$ cat config.mk
export PLATFORM = sky130hd
export DESIGN_NAME = tick_divider
export DESIGN_NICKNAME = d
export VERILOG_FILES = /design/src/rtl/tick_div_pkg.sv /design/src/rtl/tick_div_counter.sv /design/src/rtl/tick_div_pulse.sv /design/src/rtl/tick_divider.sv
export SDC_FILE = /design/constraint.sdc
export NUM_CORES = 1
export LEC_CHECK = 0
export CORE_AREA = 4 4 41 43
export DETAILED_ROUTE_END_ITERATION = 8
export DIE_AREA = 0 0 45 47
export GPL_ROUTABILITY_DRIVEN = 1
export GPL_TIMING_DRIVEN = 0
export PLACE_DENSITY_LB_ADDON = 0.12
export SLEW_MARGIN = 10
export SYNTH_ARGS = -nofsm -noshare
export SYNTH_HDL_FRONTEND = slang
export SYNTH_SLANG_ARGS = --single-unit
$ cat constraint.sdc
create_clock -name clk -period 1.3 [get_ports clk]
set_input_delay 0.325 -clock clk [delete_from_list [all_inputs] [get_ports clk]]
set_output_delay 0.325 -clock clk [all_outputs]
set_load 0.005 [all_outputs]
$ cat src/rtl/tick_div_pkg.sv
package tick_div_pkg;
  // Width of the count for a given divisor, never below one bit.
  function automatic int cnt_width(input int divisor);
    return (divisor > 1) ? $clog2(divisor) : 1;
  endfunction
endpackage

$ cat src/rtl/tick_div_counter.sv
module tick_div_counter
  import tick_div_pkg::*;
#(
  parameter int DIVISOR = 7,
  localparam int CW = cnt_width(DIVISOR)
) (
  input  logic          clk,
  input  logic          rst,
  input  logic          adv,
  input  logic          clr,
  output logic [CW-1:0] count,
  output logic          at_last
);
  localparam logic [CW-1:0] LAST = CW'(DIVISOR - 1);

  logic [CW-1:0] cnt_q;
  logic [CW-1:0] cnt_inc;

  assign at_last = (cnt_q == LAST);
  assign cnt_inc = at_last ? '0 : cnt_q + 1'b1;
  assign count   = cnt_q;

  always_ff @(posedge clk) begin
    if (rst || clr) begin
      cnt_q <= '0;
    end else if (adv) begin
      cnt_q <= cnt_inc;
    end
  end


  count_range_chk: assert property (@(posedge clk) disable iff (rst)
    cnt_q <= LAST);


  clear_zero_chk: assert property (@(posedge clk) disable iff (rst)
    clr |=> (cnt_q == '0));


  count_hold_chk: assert property (@(posedge clk) disable iff (rst)
    (!adv && !clr) |=> $stable(cnt_q));
endmodule

$ cat src/rtl/tick_div_pulse.sv
module tick_div_pulse (
  input  logic clk,
  input  logic rst,
  input  logic fire,
  input  logic kill,
  output logic tick
);
  logic tick_q;

  always_ff @(posedge clk) begin
    if (rst || kill) begin
      tick_q <= 1'b0;
    end else begin
      tick_q <= fire;
    end
  end

  assign tick = tick_q;


  tick_after_reset_chk: assert property (@(posedge clk) disable iff (rst)
    $past(rst) |-> !tick_q);


  clear_kills_tick_chk: assert property (@(posedge clk) disable iff (rst)
    kill |=> !tick_q);
endmodule

$ cat src/rtl/tick_divider.sv
module tick_divider
  import tick_div_pkg::*;
#(
  parameter int DIVISOR = 7,
  localparam int CW = cnt_width(DIVISOR)
) (
  input  logic          clk,
  input  logic          rst,
  input  logic          count_en = 1'b1,
  input  logic          clear = 1'b0,
  output logic          tick,
  output logic [CW-1:0] count
);
  logic at_last;
  logic wrap;

  tick_div_counter #(.DIVISOR(DIVISOR)) u_counter (
    .clk    (clk),
    .rst    (rst),
    .adv    (count_en),
    .clr    (clear),
    .count  (count),
    .at_last(at_last)
  );

  assign wrap = count_en & at_last;

  tick_div_pulse u_pulse (
    .clk (clk),
    .rst (rst),
    .fire(wrap),
    .kill(clear),
    .tick(tick)
  );


  tick_at_zero_chk: assert property (@(posedge clk) disable iff (rst)
    tick |-> (count == '0));

  generate
    if (DIVISOR > 1) begin : g_multi

      tick_single_chk: assert property (@(posedge clk) disable iff (rst)
        tick |=> !tick);
    end else begin : g_unit

      tick_every_chk: assert property (@(posedge clk) disable iff (rst)
        (count_en && !clear) |=> tick);
    end
  endgenerate
endmodule

# == Word-level counts from Yosys, hierarchy flattened ==
# Index checks and enable logic that the tools add are counted.
# totals
inputBits,4
regBits,4
out_inout_bits,4
wordCells,7
# op_classes
n_bitwise,1
n_reduce_logical,1
n_eq_ne,1
n_addsub,1
muxes,1
# op_table
cell,n
$add A3 B1 Y3 const B,1
$eq A3 B3 Y1 const B,1
$mux W3,1
$and A1 B1 Y1,1
$logic_or A1 B1 Y1,1

# == Longest topological paths before layout ==
# Gate-level depths: netlist of run 1.
# logic_depth
ltp_word,2
ltp_mapped,3
ltp_nobuf,3

# == Cells and area by module ==
# Synthesis of run 1 repeated with hierarchy kept, for this count alone.
# hier_totals
hier_cells,17
hier_area_um2,181.4
# by_module_without_submodules
mod,cells_per_inst,n_inst,seq_area_each_um2,area_per_inst_um2
tick_div_counter,14,1,60.1,142.6
tick_div_pulse,2,1,20.0,32.5
tick_divider,1,1,0.0,6.3

# == Worst setup path after synthesis of run 1 ==
# Ideal clock, no wire load.
# synth_timing
path_type,input port to flip-flop
from,input port clear
to,register u_pulse.tick_q (netlist: u_pulse.tick)
cell_stages,2
setup_ns,0.088
path_buffers,0
t_arrival_ns,0.746
setup_slack_ns,0.466
cell_sequence,or2_4 nor4_2
# synth_via
elab_chain_cells,1
# synth_lines
item,line_no,rtl
from (decl),tick_divider.sv:10,"input logic clear = 1'b0,"
$logic_or A1 B1 Y1,tick_div_pulse.sv:11,if (rst || kill) begin
to (signal assigned),tick_div_pulse.sv:14,tick_q <= fire;
to (decl),tick_div_pulse.sv:8,logic tick_q;
# No other way between the ends.
# A chain may end at the register's enable or synchronous reset.

# == Final worst setup path of run 1 ==
# layout_timing
from,register u_counter.cnt_q[0] (netlist: u_counter.count[0])
to,output port count[0]
# layout_rtl
item,line_no,rtl
from (decl),tick_div_counter.sv:16,logic [CW-1:0] cnt_q;
from (signal assigned),tick_div_counter.sv:27,cnt_q <= cnt_inc;
to (decl),tick_divider.sv:12,output logic [CW-1:0] count
# No word-level cell between the ends.

==> results.py, run 1 <==
metrics = {
    "clock_network": {
        "clkTransAtPathRegs_ps": 40,
        "cts_tree": "done",
        "cts_buffer_depth": 2,
        "cts_root_buffer": "clkbuf_4",
        "cts_made_buffers": 3,
        "clock-sinks": 4,
        "clkLatencyLatePin_ps": 230,
        "h-tree-depth": 1,
        "holdBufCountCts": 0,
    },
    "setup_path": {
        "critPathLaunchType": "register",
        "cp.arrival_ps": 850,
        "r2r_slack_ps": 520,
        "worst_r2r_endpoint": "u_counter.count[1]",
        "end_kind": "primary output",
        "crit_path_max_fanout": 7,
        "cp.required_ps": 980,
        "critical_path_class": "reg -> out",
        "max_stage_delay_ps": 350,
        "cp_slowest_cell": "dfxtp_4",
        "cp_cell_sequence": "dlygate4sd2_1",
        "reg2regPathDepth": 3,
        "crit_buf_inv": 1,
        "cp_top_family": "flip-flops",
        "reg2reg_from": "u_counter.count[0]",
    },
    "floorplanning": {
        "start_util_pct": 12.9,
        "num_rows": 13,
        "dieArea_um2": 2120,
        "ios": 8,
        "die_w_um": 45,
        "die_h_um": 47,
        "core_area_um2": 1300,
    },
    "synth": {
        "syn_nets": 23,
        "yosys.area.top_type": "dfxtp_1",
        "synthArstFlopShare_pct": 0,
        "synth_seq_cells": 4,
        "synth-edff-count": 0,
        "synthTopCellsByCount": "dfxtp_1 (4), nand2_1 (4), a21oi_1 (3)",
        "syn_inst": 19,
        "synth.yosys.seq_area_share_pct": 47.8,
        "syn_area_um2": 168,
        "synthFlopType": "dfxtp_1",
        "netlist.area_leader.share_pct": 47.8,
        "syn_avg_cell_area_um2": 8.82,
        "ys_types": 10,
        "yosysWarnings": 0,
        "ys_top_cells_by_area": "dfxtp_1 (48%), a21oi_1 (9.0%), nand2_1 (9.0%)",
    },
    "timing": {
        "fmax_ghz": 0.852,
        "hold_viol": 0,
        "fin_setup_tns_ps": 0,
        "finalCriticalPeriod_ps": 1170,
        "fin_skew_ps": 0.485,
        "worst_slew_pin_slew_ps": 173,
        "finalSetupViolations": 0,
        "relSlewSlack_pct": 88.4,
        "final_max_slew_viol_count": 0,
        "fin_crit_sh_pct": 90.3,
        "rsz0062_at_grt": "false",
    },
    "finish": {
        "diodes": 0,
        "final_cell_area_um2": 280,
        "nets": 35,
        "ff_latch_area_um2": 86.3,
        "nFillCells": 153,
        "multi_input_area_um2": 83.8,
        "syn_to_final_growth_pct": 67.2,
        "drive_gt1_share_pct": 27.6,
    },
    "placement": {
        "placed_cell_area_um2": 256,
        "gp_congestion": 0.595,
        "io_buffers": 7,
        "dpl.hpwl_um": 297,
    },
    "detailed_routing": {
        "drtPass1Iterations": 4,
        "via_per_inst": 4.11,
        "drc": 0,
        "drtIter0Drc": 5,
        "wirelength_um": 386,
        "wl_per_cell_um": 8.77,
        "vias": 181,
        "ant_nets": 0,
    },
    "worst_hold_path": {
        "hold_depth": 1,
        "min_to": "u_pulse.tick",
        "hold_path.class": "reg -> reg",
        "hp-start": "u_counter.count[0]",
    },
    "pwr": {
        "p_leak_nw": 0.105,
        "pwr_density_cell_nw_per_um2": 1080,
        "ir_drop_uv": 372,
    },
    "job": {
        "max_cap_violations": 0,
    },
    "grt": {
        "grt-ovfl-total": 0,
        "grt_pass1_vias": 140,
        "grt_max_degree": 8,
        "antenna_found_initial": 0,
        "track_usage_pct": 4.58,
        "grt_pass1_wl_um": 579,
    },
    "status": {
        "status": "finished, final reports clean",
    },
}
stage by stage:
step	instances	hold WS, ps	total power, mW	util, %	setup WS, ps
2_1_floorplan	19	479	0.138	-	466
3_3_place_gp	41	491	0.154	19.7	2.26
3_5_place_dp	41	496	0.154	19.7	10.9
4_1_cts	44	468	0.315	21.5	108
5_1_grt	44	479	0.333	21.5	88.9
6_report	44	462	0.304	21.5	127
report_power, final:
part	internal [mW]	total, mW	switching [mW]
sequential	0.124	0.127	0.00294
clock	0.103	0.154	0.0510
combinational	0.0147	0.0224	0.00776
total	0.242	0.304	0.0617
repair_timing:
| item | 4_1_cts | 5_1_grt |
|---|---|---|
| endpoints found under the setup margin | 4 | 0 |
| gates resized for setup | 8 | 0 |
| buffers inserted | 0 | 0 |
cell families (layout without fill, tap and decap cells):
group | count (synthesis) | in the layout | share of synthesized area [%]
compound gates | 4 | 4 | 11.9
simple gates | 10 | 10 | 38.1
buf+inv | 1 | 11 | 2.24
flops | 4 | 4 | 47.8
routing by layer:
metal / vias up / global-route usage (%) / share of wire, %
li1: 88 / - / -
met1: 83 / 3.64 / 34
met2: 10 / 5.93 / 47
met3: 0 / 5.75 / 18
met4: 0 / 3.51 / 0
met5: - / 0 / 0
cell type report:
class / count / share of cell area (%)
sequential: 4 / 30.8
timing repair buffer: 7 / 23.2
multi-input combinational: 14 / 29.9
tap: 15 / 6.70
inverter: 1 / 1.34
clock buffer: 3 / 8.04
sequential cells by signal, summed over array words and instances (netlist names):
register	count
u_pulse.tick	1
u_counter.count	3
worst register-to-register path, delay by kind of cell (launching register included):
family / cells / cell delay, ps
flip-flops: 1 / 350
AND/OR/NAND/NOR: 1 / 80
AO/OA/AOI/OAI: 2 / 270
cell usage in the layout (no fill, tap or decap):
cell             instances
a21oi_1                  3
clkbuf_4                 3
clkdlybuf4s50_1          3
dfxtp_1                  1
dfxtp_2                  2
dfxtp_4                  1
dlygate4sd2_1            4
inv_1                    1
nand2_1                  4
nand2b_1                 1
nand3b_1                 2
nand4_1                  1
nor4_2                   1
o21ai_0                  1
or2_4                    1
how the worst max path moves through the flow:
stage / from / cells past startpoint / to
5_1_grt: u_counter.count[0] / 1 / count[0]
3_3_place_gp: clear / 3 / u_pulse.tick
3_5_place_dp: clear / 3 / u_pulse.tick
6_report: u_counter.count[0] / 1 / count[0]
2_1_floorplan: clear / 2 / u_pulse.tick
4_1_cts: u_counter.count[0] / 1 / count[0]
Note: power is estimated with default switching activity, not from simulation.
==> run 2, diff against run 1 <==
--- a/config.mk
+++ b/config.mk
@@ -6,6 +6,7 @@
 export NUM_CORES = 1
 export LEC_CHECK = 0
 export CORE_AREA = 4 4 41 43
+export CTS_CLUSTER_DIAMETER = 150
 export DETAILED_ROUTE_END_ITERATION = 8
 export DIE_AREA = 0 0 45 47
 export GPL_ROUTABILITY_DRIVEN = 1
==> results of run 2 <==
No change in the layout: final DEF, timing and power equal those of run 1.
==> run 3, diff against run 2 <==
--- a/config.mk
+++ b/config.mk
@@ -5,6 +5,7 @@
 export SDC_FILE = /design/constraint.sdc
 export NUM_CORES = 1
 export LEC_CHECK = 0
+export ABC_AREA = 1
 export CORE_AREA = 4 4 41 43
 export CTS_CLUSTER_DIAMETER = 150
 export DETAILED_ROUTE_END_ITERATION = 8
==> run 3 against run 2 <==
Setup slack better by 21 ps. Utilization increased by 1.7 points. Via count up 9.4%. Critical endpoint unchanged. Synthesized area is 15% higher. Largest cell class is now multi-input gates. Register-to-register slack improved by 80 ps.
==> results.py, run 3 <==
metrics = {
    "status": {
        "status": "finished, final reports clean",
    },
    "pwr": {
        "switchingPower_mw": 0.0634,
        "pwr_density_cell_nw_per_um2": 1020,
        "seqPwrFrac_pct": 41.8,
        "p_int_mw": 0.245,
        "p_leak_nw": 0.154,
        "ir_drop_uv": 299,
        "swShare_pct": 20.5,
        "combPwrFrac_pct": 10.0,
        "pwr-share-clk_pct": 48.2,
    },
    "timing": {
        "relSlewSlack_pct": 87.5,
        "hold_viol": 0,
        "worst_slew_pin_slew_ps": 187,
        "fin_skew_ps": 0.721,
        "rsz0062_at_grt": "false",
        "worst_slack_ps": 147,
        "final_max_slew_viol_count": 0,
        "fin_crit_sh_pct": 88.7,
        "finalSetupViolations": 0,
        "finalCriticalPeriod_ps": 1150,
        "fmax_ghz": 0.867,
        "fin_setup_tns_ps": 0,
    },
    "placement": {
        "place_ws_ps": 55.7,
        "io_buffers": 7,
        "dpl.hpwl_um": 314,
        "gp_congestion": 0.684,
    },
    "grt": {
        "antenna_found_initial": 0,
        "grt-ovfl-total": 0,
        "grt_pass1_wl_um": 662,
        "grt_pass1_vias": 183,
        "grt_max_degree": 6,
        "track_usage_pct": 4.91,
    },
    "finish": {
        "diodes": 0,
        "largest_register_ffs": 3,
        "final_cell_mix": "nand2_1 (9), nor2_1 (6), inv_1 (4), dlygate4sd2_1 (4)",
        "syn_to_final_growth_pct": 57.1,
        "final_common_cell": "nand2_1",
        "drive_gt1_share_pct": 21.1,
        "nets": 44,
        "nFillCells": 150,
    },
    "synth": {
        "syn_avg_cell_area_um2": 6.88,
        "synth_top_family_by_area": "simple AND/OR/NAND/NOR gates",
        "syn_area_um2": 193,
        "synth_compound_area_share_pct": 2.60,
        "synthFlopType": "dfxtp_1",
        "synth-edff-count": 0,
        "yosysWarnings": 0,
        "synthXorXnorAreaFrac_pct": 0,
        "syn_inst": 28,
        "yosysMostFrequentCell": "nand2_1",
        "synthArstFlopShare_pct": 0,
        "synth.area.mux_share_pct": 0,
        "netlist.area_leader.share_pct": 41.6,
        "synth_seq_cells": 4,
        "ys_top_cells_by_area": "dfxtp_1 (42%), nand2_1 (18%), nor2_1 (12%)",
        "ys_types": 8,
        "synthTopCellsByCount": "nand2_1 (9), nor2_1 (6), dfxtp_1 (4), inv_1 (4), nand3_1 (2)",
        "synthAdderAreaFrac_pct": 0,
        "syn_nets": 32,
        "synth.yosys.seq_area_share_pct": 41.6,
        "yosys.area.top_type": "dfxtp_1",
        "synth_simple_gate_area_share_pct": 48.1,
    },
    "clock_network": {
        "clkTransAtPathRegs_ps": 30,
        "cts_made_buffers": 3,
        "holdBufCountCts": 0,
        "post-cts-setup-buffers": 0,
        "h-tree-depth": 1,
        "clock-sinks": 4,
        "cts_buffer_depth": 2,
        "cts_root_buffer": "clkbuf_4",
        "clkLatencyLatePin_ps": 230,
        "cts_resized": 7,
        "cts_tree": "done",
    },
    "floorplanning": {
        "die_w_um": 45,
        "dieArea_um2": 2120,
        "start_util_pct": 14.8,
        "die_h_um": 47,
        "num_rows": 13,
        "ios": 8,
        "core_area_um2": 1300,
    },
    "detailed_routing": {
        "via_per_inst": 3.74,
        "drtPass1Iterations": 4,
        "drc": 0,
        "ant_nets": 0,
        "vias": 198,
        "wl_per_cell_um": 7.62,
        "wirelength_um": 404,
        "drtIter0Drc": 10,
    },
    "setup_path": {
        "critPathLaunchType": "register",
        "crit_path_max_fanout": 5,
        "end_kind": "primary output",
        "cp_cell_sequence": "dlygate4sd2_1",
        "max_stage_delay_ps": 350,
        "critical_path_class": "reg -> out",
        "cp_slowest_cell": "dfxtp_2",
        "path_depth": 1,
        "cp.arrival_ps": 830,
        "crit_buf_inv": 1,
        "cp_top_family": "flip-flops",
        "reg2regPathDepth": 3,
        "cp.required_ps": 980,
    },
    "worst_hold_path": {
        "hold_depth": 2,
        "hold_path.class": "reg -> reg",
    },
    "job": {
        "max_cap_violations": 0,
    },
}
run 3: cell families (layout without fill, tap and decap cells):
group,Yosys count,count (layout)
buffers and inverters,4,14
AOI/OAI and AO/OA,1,1
and+or+nand+nor,19,19
DFF,4,4
run 3: worst register-to-register path: stages, from the launching register on:
cell and delay (ps):
dfxtp_2 350, nand2_2 70, nor2_1 120, nor2_1 50
run 3: cell type report:
| cell class | instances | area, um^2 | area share (%) |
|---|---|---|---|
| Clock buffer | 3 | 22.5 | 7.44 |
| Timing Repair Buffer | 7 | 65.1 | 21.5 |
| Multi-Input combinational cell | 20 | 97.6 | 32.2 |
| Tap cell | 15 | 18.8 | 6.20 |
| Sequential cell | 4 | 83.8 | 27.7 |
| Inverter | 4 | 15.0 | 4.96 |
run 3: final timing paths:
| path | from | end | slack, ps |
|---|---|---|---|
| worst max-delay path | u_counter.count[0] | count[0] | 150 |
| worst min-delay path | u_counter.count[2] | u_pulse.tick | 500 |
| worst max register to register | u_counter.count[1] | u_counter.count[1] | 600 |
| worst min register to register | u_counter.count[2] | u_pulse.tick | 500 |
run 3: power groups by stage:
| stage | logic (mW) | clock network [mW] | registers (mW) |
|---|---|---|---|
| floorplan | 0.0123 | 0 | 0.130 |
| global placement | 0.0323 | 0 | 0.130 |
| detailed placement | 0.0323 | 0 | 0.130 |
| CTS | 0.0311 | 0.159 | 0.129 |
| global route | 0.0341 | 0.176 | 0.129 |
| finish | 0.0310 | 0.149 | 0.129 |
run 3: per-layer routing:
metal,GRT usage (%),vias up,wire length (um)
li1,-,105,-
met1,4.57,85,176
met2,5.93,8,154
met3,6.90,0,74
met4,1.75,0,0
met5,0,-,0
run 3: per-stage QoR:
step | cells | hold slack [ps] | power [mW] | util (%) | cell area, um^2
floorplan | 28 | 455 | 0.142 | - | 193
global placement | 50 | 522 | 0.163 | 21.6 | 282
detailed placement | 50 | 510 | 0.163 | 21.6 | 282
CTS | 53 | 500 | 0.319 | 23.3 | 303
global route | 53 | 526 | 0.339 | 23.3 | 303
finish | 53 | 495 | 0.309 | 23.3 | 303
